===== src/rtl/regen_pkg.sv =====
package regen_pkg;

  typedef enum logic [2:0] {
    ST_IDLE  = 3'd0,
    ST_MARK1 = 3'd1,
    ST_MARK2 = 3'd2,
    ST_MARK3 = 3'd3,
    ST_GAP   = 3'd4
  } regenState_t;

  typedef struct packed {
    logic cntClear;
    logic cntRun;
    logic markNext;
    logic dashSet;
    logic dashClear;
  } regenStrobe_t;

endpackage


===== src/rtl/regen_dp.sv =====
module regen_dp
  import regen_pkg::*;
#(
  parameter int UNIT_W = 16
) (
  input  logic              clk,
  input  logic              rst,
  input  logic [UNIT_W-1:0] unitLen,
  input  regenStrobe_t      strobe,
  output logic              unitTick,
  output logic              morseOut,
  output logic              dashFlag
);

  localparam int EXT_W = UNIT_W + 1;

  logic [UNIT_W-1:0] unitCnt;
  logic [EXT_W-1:0]  cntNext;

  // The unit ends once the cycles counted so far reach the unit length.
  // A zero length makes every cycle a tick.
  assign cntNext  = {1'b0, unitCnt} + EXT_W'(1);
  assign unitTick = (cntNext >= {1'b0, unitLen});

  always_ff @(posedge clk) begin
    if (rst || strobe.cntClear) begin
      unitCnt <= '0;
    end else if (strobe.cntRun) begin
      unitCnt <= cntNext[UNIT_W-1:0];
    end
  end

  // Both outputs are registered so they change only on clock edges.
  always_ff @(posedge clk) begin
    if (rst) begin
      morseOut <= 1'b0;
      dashFlag <= 1'b0;
    end else begin
      morseOut <= strobe.markNext;
      if (strobe.dashSet) begin
        dashFlag <= 1'b1;
      end else if (strobe.dashClear) begin
        dashFlag <= 1'b0;
      end
    end
  end

endmodule


===== src/rtl/regen_ctrl.sv =====
module regen_ctrl
  import regen_pkg::*;
(
  input  logic         clk,
  input  logic         rst,
  input  logic         keyIn,
  input  logic         unitTick,
  output regenStrobe_t strobe
);

  regenState_t state, nextState;

  always_ff @(posedge clk) begin
    if (rst) begin
      state <= ST_IDLE;
    end else begin
      state <= nextState;
    end
  end

  always_comb begin
    nextState        = state;
    strobe           = '0;
    strobe.cntRun    = (state != ST_IDLE);
    unique case (state)
      ST_IDLE: begin
        if (keyIn) begin
          nextState       = ST_MARK1;
          strobe.cntClear = 1'b1;
        end
      end
      ST_MARK1: begin
        if (unitTick) begin
          strobe.cntClear = 1'b1;
          if (keyIn) begin
            strobe.dashSet = 1'b1;
            nextState      = ST_MARK2;
          end else begin
            nextState      = ST_GAP;
          end
        end
      end
      ST_MARK2: begin
        if (unitTick) begin
          strobe.cntClear = 1'b1;
          nextState       = ST_MARK3;
        end
      end
      ST_MARK3: begin
        if (unitTick) begin
          strobe.cntClear = 1'b1;
          nextState       = ST_GAP;
        end
      end
      ST_GAP: begin
        if (unitTick) begin
          strobe.cntClear  = 1'b1;
          strobe.dashClear = 1'b1;
          nextState        = keyIn ? ST_MARK1 : ST_IDLE;
        end
      end
      default: begin
        nextState = ST_IDLE;
      end
    endcase
    strobe.markNext = (nextState == ST_MARK1) || (nextState == ST_MARK2) ||
                      (nextState == ST_MARK3);
  end

endmodule


===== src/rtl/morse_regen.sv =====
module morse_regen
  import regen_pkg::*;
#(
  parameter int UNIT_W = 16
) (
  input  logic              clk,
  input  logic              rst,
  input  logic [UNIT_W-1:0] unitLen,
  input  logic              keyIn,
  output logic              morseOut,
  output logic              dashFlag
);

  regenStrobe_t strobe;
  logic         unitTick;

  regen_ctrl uCtrl (
    .clk      (clk),
    .rst      (rst),
    .keyIn    (keyIn),
    .unitTick (unitTick),
    .strobe   (strobe)
  );

  regen_dp #(.UNIT_W(UNIT_W)) uDp (
    .clk      (clk),
    .rst      (rst),
    .unitLen  (unitLen),
    .strobe   (strobe),
    .unitTick (unitTick),
    .morseOut (morseOut),
    .dashFlag (dashFlag)
  );

endmodule


===== config.mk =====
export PLATFORM = sky130hd
export DESIGN_NAME = morse_regen
export DESIGN_NICKNAME = d
export VERILOG_FILES = /design/src/rtl/regen_pkg.sv /design/src/rtl/regen_dp.sv /design/src/rtl/regen_ctrl.sv /design/src/rtl/morse_regen.sv
export SDC_FILE = /design/constraint.sdc
export NUM_CORES = 1
export LEC_CHECK = 0
export BUFFER_PORTS_ARGS = -buffer_cell sky130_fd_sc_hd__buf_2
export CORE_AREA = 10 10 52 94
export DETAILED_ROUTE_END_ITERATION = 7
export DIE_AREA = 0 0 62 104
export PLACE_DENSITY = 0.78
export SYNTH_ARGS = -nofsm -noshare
export SYNTH_HDL_FRONTEND = slang
export SYNTH_SLANG_ARGS = --single-unit

===== constraint.sdc =====
create_clock -name clk -period 8 [get_ports clk]
set_input_delay 1.2 -clock clk [delete_from_list [all_inputs] [get_ports clk]]
set_output_delay 1.2 -clock clk [all_outputs]
set_load 0.01 [all_outputs]

[Yosys cells after proc, flatten, opt, wreduce, memory -nomap -nowiden]
Index checks and enable logic that the tools add are counted.
Storage, ports and cells
  logic and storage cells: 36
  bits in registers: 21
  input bits: 19
  output and inout port bits: 2
Operators by class
  multiplexer cells: 16
  reduce and logical (&&, ||, !) cells: 7
  order comparisons: 1
  eq/ne operators: 7
  add/sub/neg operators: 1
Operator list (number)
  two-way mux 3 bit: 6
  adder 16 x 1 -> 17 bit (second input constant): 1
  >= comparator 17 x 16 -> 1 bit: 1
  case mux 3 bit (5 select lines): 1
  equality test 3 x 2 -> 1 bit (second input constant): 4
  two-way mux 1 bit: 8
  equality test 3 x 1 -> 1 bit (second input constant): 2
  OR reduction 4 bit: 1
  equality test 3 bit (second input constant): 1
  logical NOT 3 bit: 1
  logical OR 1 bit: 3
  nonzero test 3 bit: 1
  case mux 1 bit (2 select lines): 1
  nonzero test 2 bit: 1

[Longest topological paths before layout]
  depth in word-level cells: 7
  depth in mapped cells: 13
  gate-level depth less buffers: 12

[Modules after synthesis]
Synthesis repeated with hierarchy kept, for this count alone.
Unflattened totals
  cell total of the unflattened synthesis: 204
  area total of the unflattened synthesis: 1620.3 um2
Modules (own cells, without submodules)
  regen_dp: times used 1, area each 1396.3 um2, cells an instance 178, sequential area each 360.3 um2
  regen_ctrl: times used 1, area each 224.0 um2, cells an instance 26, sequential area each 60.1 um2

[Worst setup path before layout]
No wires, ideal clock.
  path kind: input-to-reg
  from: in unitLen[1]
  to: reg uDp.unitCnt[11]
  arrival time: 2953 ps
  path buffers: 1
  required time: 7938 ps
  setup slack: 4985 ps
  stages on the path: 10
  setup time: 62 ps
  path through: inv_1 ha_1 nor2b_1 o21bai_1 a31oi_1 o31ai_4 nand4_4 a311o_4 buf_6 nor2_2
On the way
  cells in the longest elaborated chain, start to end: 4
Ends and longest elaborated chain
  from (decl): RTL line morse_regen.sv:8  | input logic [UNIT_W-1:0] unitLen,
  >= comparator 17 x 16 -> 1 bit: RTL line regen_dp.sv:23  | assign unitTick = (cntNext >= {1'b0, unitLen});
  two-way mux 1 bit
  case mux 1 bit (2 select lines): RTL line regen_ctrl.sv:25  | unique case (state)
  logical OR 1 bit: RTL line regen_dp.sv:26  | if (rst || strobe.cntClear) begin
  to (signal assigned): RTL line regen_dp.sv:29  | unitCnt <= cntNext[UNIT_W-1:0];
  to (decl): RTL line regen_dp.sv:17  | logic [UNIT_W-1:0] unitCnt;
Every way passes these cells.
A chain may end at the register's enable or synchronous reset.

[Final worst setup path]
  from: reg uDp.unitCnt[5]
  to: reg uDp.unitCnt[0]
On the way
  cells in the longest elaborated chain, start to end: 5
Ends and longest elaborated chain
  adder 16 x 1 -> 17 bit: RTL line regen_dp.sv:22  | assign cntNext = {1'b0, unitCnt} + EXT_W'(1);
  net uDp.cntNext[15]: RTL line regen_dp.sv:18  | logic [EXT_W-1:0] cntNext;
  >= comparator 17 x 16 -> 1 bit: RTL line regen_dp.sv:23
  two-way mux 1 bit
  case mux 1 bit (2 select lines): RTL line regen_ctrl.sv:25
  logical OR 1 bit: RTL line regen_dp.sv:26
The timed path passes the listed nets, and every way through them passes these cells.

==> flow_metrics.env <==
export IMPL_outcome="completed"
export IMPL_cts_resized=0
export IMPL_clock_fmax_mhz=295
export IMPL_max_cap_violations=0
export IMPL_drtPass1Iterations=4
export IMPL_synth_ff_type="dfxtp_1"
export IMPL_critPathMaxStageDelay_ps=440
export IMPL_grt_ovfl_total=0
export IMPL_worst_pin_slew_ps=920
export IMPL_cp_top_family="simple AND/OR/NAND/NOR gates"
export IMPL_grt_pass1_vias=1409
export IMPL_die_h_um=104
export IMPL_num_rows=30
export IMPL_track_usage_pct=10.9
export IMPL_synthCells=201
export IMPL_root_buffer="clkbuf_8"
export IMPL_portBuffers=20
export IMPL_grt_max_degree=17
export IMPL_pin_count=21
export IMPL_clk_latency_ps=260
export IMPL_areaGrowthSynthToFinish_pct=10.0
export IMPL_place_inst=260
export IMPL_yosys_warnings=0
export IMPL_drtAntennaViolNets=0
export IMPL_cp_start_kind="register"
export IMPL_synthesis_area_sq_um=1620
export IMPL_viasPerCell=5.07
export IMPL_arrival_ps=3530
export IMPL_final_common_cell="dfxtp_1"
export IMPL_htree_levels=1
export IMPL_yosys_cell_types_count=34
export IMPL_drive_above_1_share_pct=18.5
export IMPL_hold_path_class="register to register"
export IMPL_drc=0
export IMPL_hold_violations=0
export IMPL_ys_seq_area_share_pct=25.9
export IMPL_power_ir_vdd_worst_mv=0.104
export IMPL_fin_crit_sh_pct=42.3
export IMPL_worstSetupPathType="register to register"
export IMPL_finalMaxSlewViolations=0
export IMPL_place_congestion=0.818
export IMPL_crit_slowest_cell="nor2_1"
export IMPL_path_common_cell="nor2_1"
export IMPL_hold_buffers=0
export IMPL_leakagePower_nw=0.772
export IMPL_die_area_sq_um=6450
export IMPL_synth_edf_count=0
export IMPL_routed_wl_um=3140
export IMPL_fin_cells=264
export IMPL_slew_headroom_pct=38.2
export IMPL_worst_path_buf_inv=0
export IMPL_skew_ps=6.36
export IMPL_synth_fp_nets=237
export IMPL_fp_dieW_um=62
export IMPL_tns_ps=0
export IMPL_worstPathCellList="nand4_2, nor2_1, nand4_1, nor2_1, xor2_1, ha_1, nand3_1, nor3_1, nand4_1, nand4_4, a311o_4, nor2_1"
export IMPL_hpwl_um=2700
export IMPL_power_density_nw_per_um2=114
export IMPL_synth_avg_cell_area_sq_um=8.07
export IMPL_synthArstFlopShare_pct=0
export IMPL_cp_required_ps=8150
export IMPL_cts_sinks=21
export IMPL_path_max_fanout=16
export IMPL_mostFrequentLayoutCells="dfxtp_1 (21), buf_2 (20), nor2_1 (19)"
export IMPL_cts_buffers=3
export IMPL_start_util_pct=47.5
export IMPL_fin_util_pct=52.2
export IMPL_nFillCells=333
export IMPL_crit_path_end_kind="register"
export IMPL_core_area_sq_um=3420
export IMPL_final_nets=253
export IMPL_clk_path_buf_depth=2
export IMPL_path_clk_slew_ps=80
export IMPL_grt_pass1_wl_um=5640
export IMPL_num_antenna_cells=0
export IMPL_cts_tree="built"
export IMPL_setup_viol_count_final=0
export IMPL_drtIter0Drc=19
export IMPL_yosys_register_bits=21
export IMPL_rsz0062_at_grt="no"
export IMPL_period_minus_slack_ps=3390
export IMPL_post_cts_setup_buffers=0
export IMPL_vias=1339
export IMPL_wl_per_cell_um=11.9
export IMPL_antenna_found_initial=0
[power breakdown]
part           switching, W  internal [W]  total [W]
clock network     0.0000329     0.0000347  0.0000675
registers        0.00000304      0.000106   0.000109
logic             0.0000148     0.0000117  0.0000264
[sequential cells by signal, summed over array words and instances, names as in the netlist]
signal        cells
uDp.unitCnt      16
uDp.morseOut      1
uDp.dashFlag      1
uCtrl.state       3
[through the flow]
step | total power, W | setup slack (ps) | hold slack, ps | cell area (sq um)
finish | 0.000203 | 4610 | 513 | 1780
global route | 0.000213 | 4290 | 549 | 1780
CTS | 0.000206 | 4530 | 521 | 1780
detailed placement | 0.000139 | 4540 | 510 | 1740
global placement | 0.000138 | 4610 | 495 | 1740
floorplan | 0.000130 | 4990 | 495 | 1620
[per-layer routing]
layer | vias up | global-route usage, % | wire [um]
li1 | 714 | - | -
met1 | 596 | 9.90 | 1140
met2 | 20 | 20.7 | 1790
met3 | 9 | 1.59 | 101
met4 | 0 | 6.11 | 114
met5 | - | 0 | 0
[synthesized netlist by cell type, drive strengths merged, types with 3 or more instances]
master  number  area share (%)
o21ai        4             1.2
or3          3             1.2
nor2        29             8.3
nor3         8             2.5
nand2       13             3.0
dfxtp       21              26
a21oi        7             2.2
ha          17              13
nand2b       5             1.9
nand4       10             5.2
nand3       15             4.6
clkbuf       6             1.4
buf          3             1.3
xnor2       17             9.2
inv         16             3.7
xor2        11             5.9
[worst reg2reg max path, delay by kind of cell, from the launching register on]
kind                     cells  cell delay, ps
AND/OR/NAND/NOR              9            2060
flip-flops                   1             430
AO/OA/AOI/OAI                1             390
XOR/XNOR                     1              80
adder cells (fa/ha/maj)      1             310
[cells by family (layout without fill, tap and decap cells)]
kind of cell    after synthesis  after routing  share of synthesized area [%]
xor+xnor                     28             28                           15.1
simple gates                 88             88                           28.9
compound gates               22             22                           10.6
fa+ha+maj                    17             17                           13.1
buf+inv                      25             40                           6.40
flops                        21             21                           25.9
[area by class of cell]
type                       instances  area, sq um  share of cell area (%)
multi-input combinational        155         1100                    61.5
sequential                        21          420                    23.6
timing repair buffer              20          100                    5.61
inverter                          16         60.1                    3.37
tap                               48         60.1                    3.37
clock buffer                       3         41.3                    2.31
clock inverter                     1         5.00                   0.281
[path summary, 6_finish.rpt]
check        cells after the start        endpoint            from  slack [ps]
max                             12  uDp.unitCnt[0]  uDp.unitCnt[5]        4610
max reg2reg                     12  uDp.unitCnt[0]  uDp.unitCnt[5]        4610
min                              2    uDp.dashFlag    uDp.dashFlag         510
min reg2reg                      2    uDp.dashFlag    uDp.dashFlag         510
No activity file was read; power rests on OpenSTA's default activity.
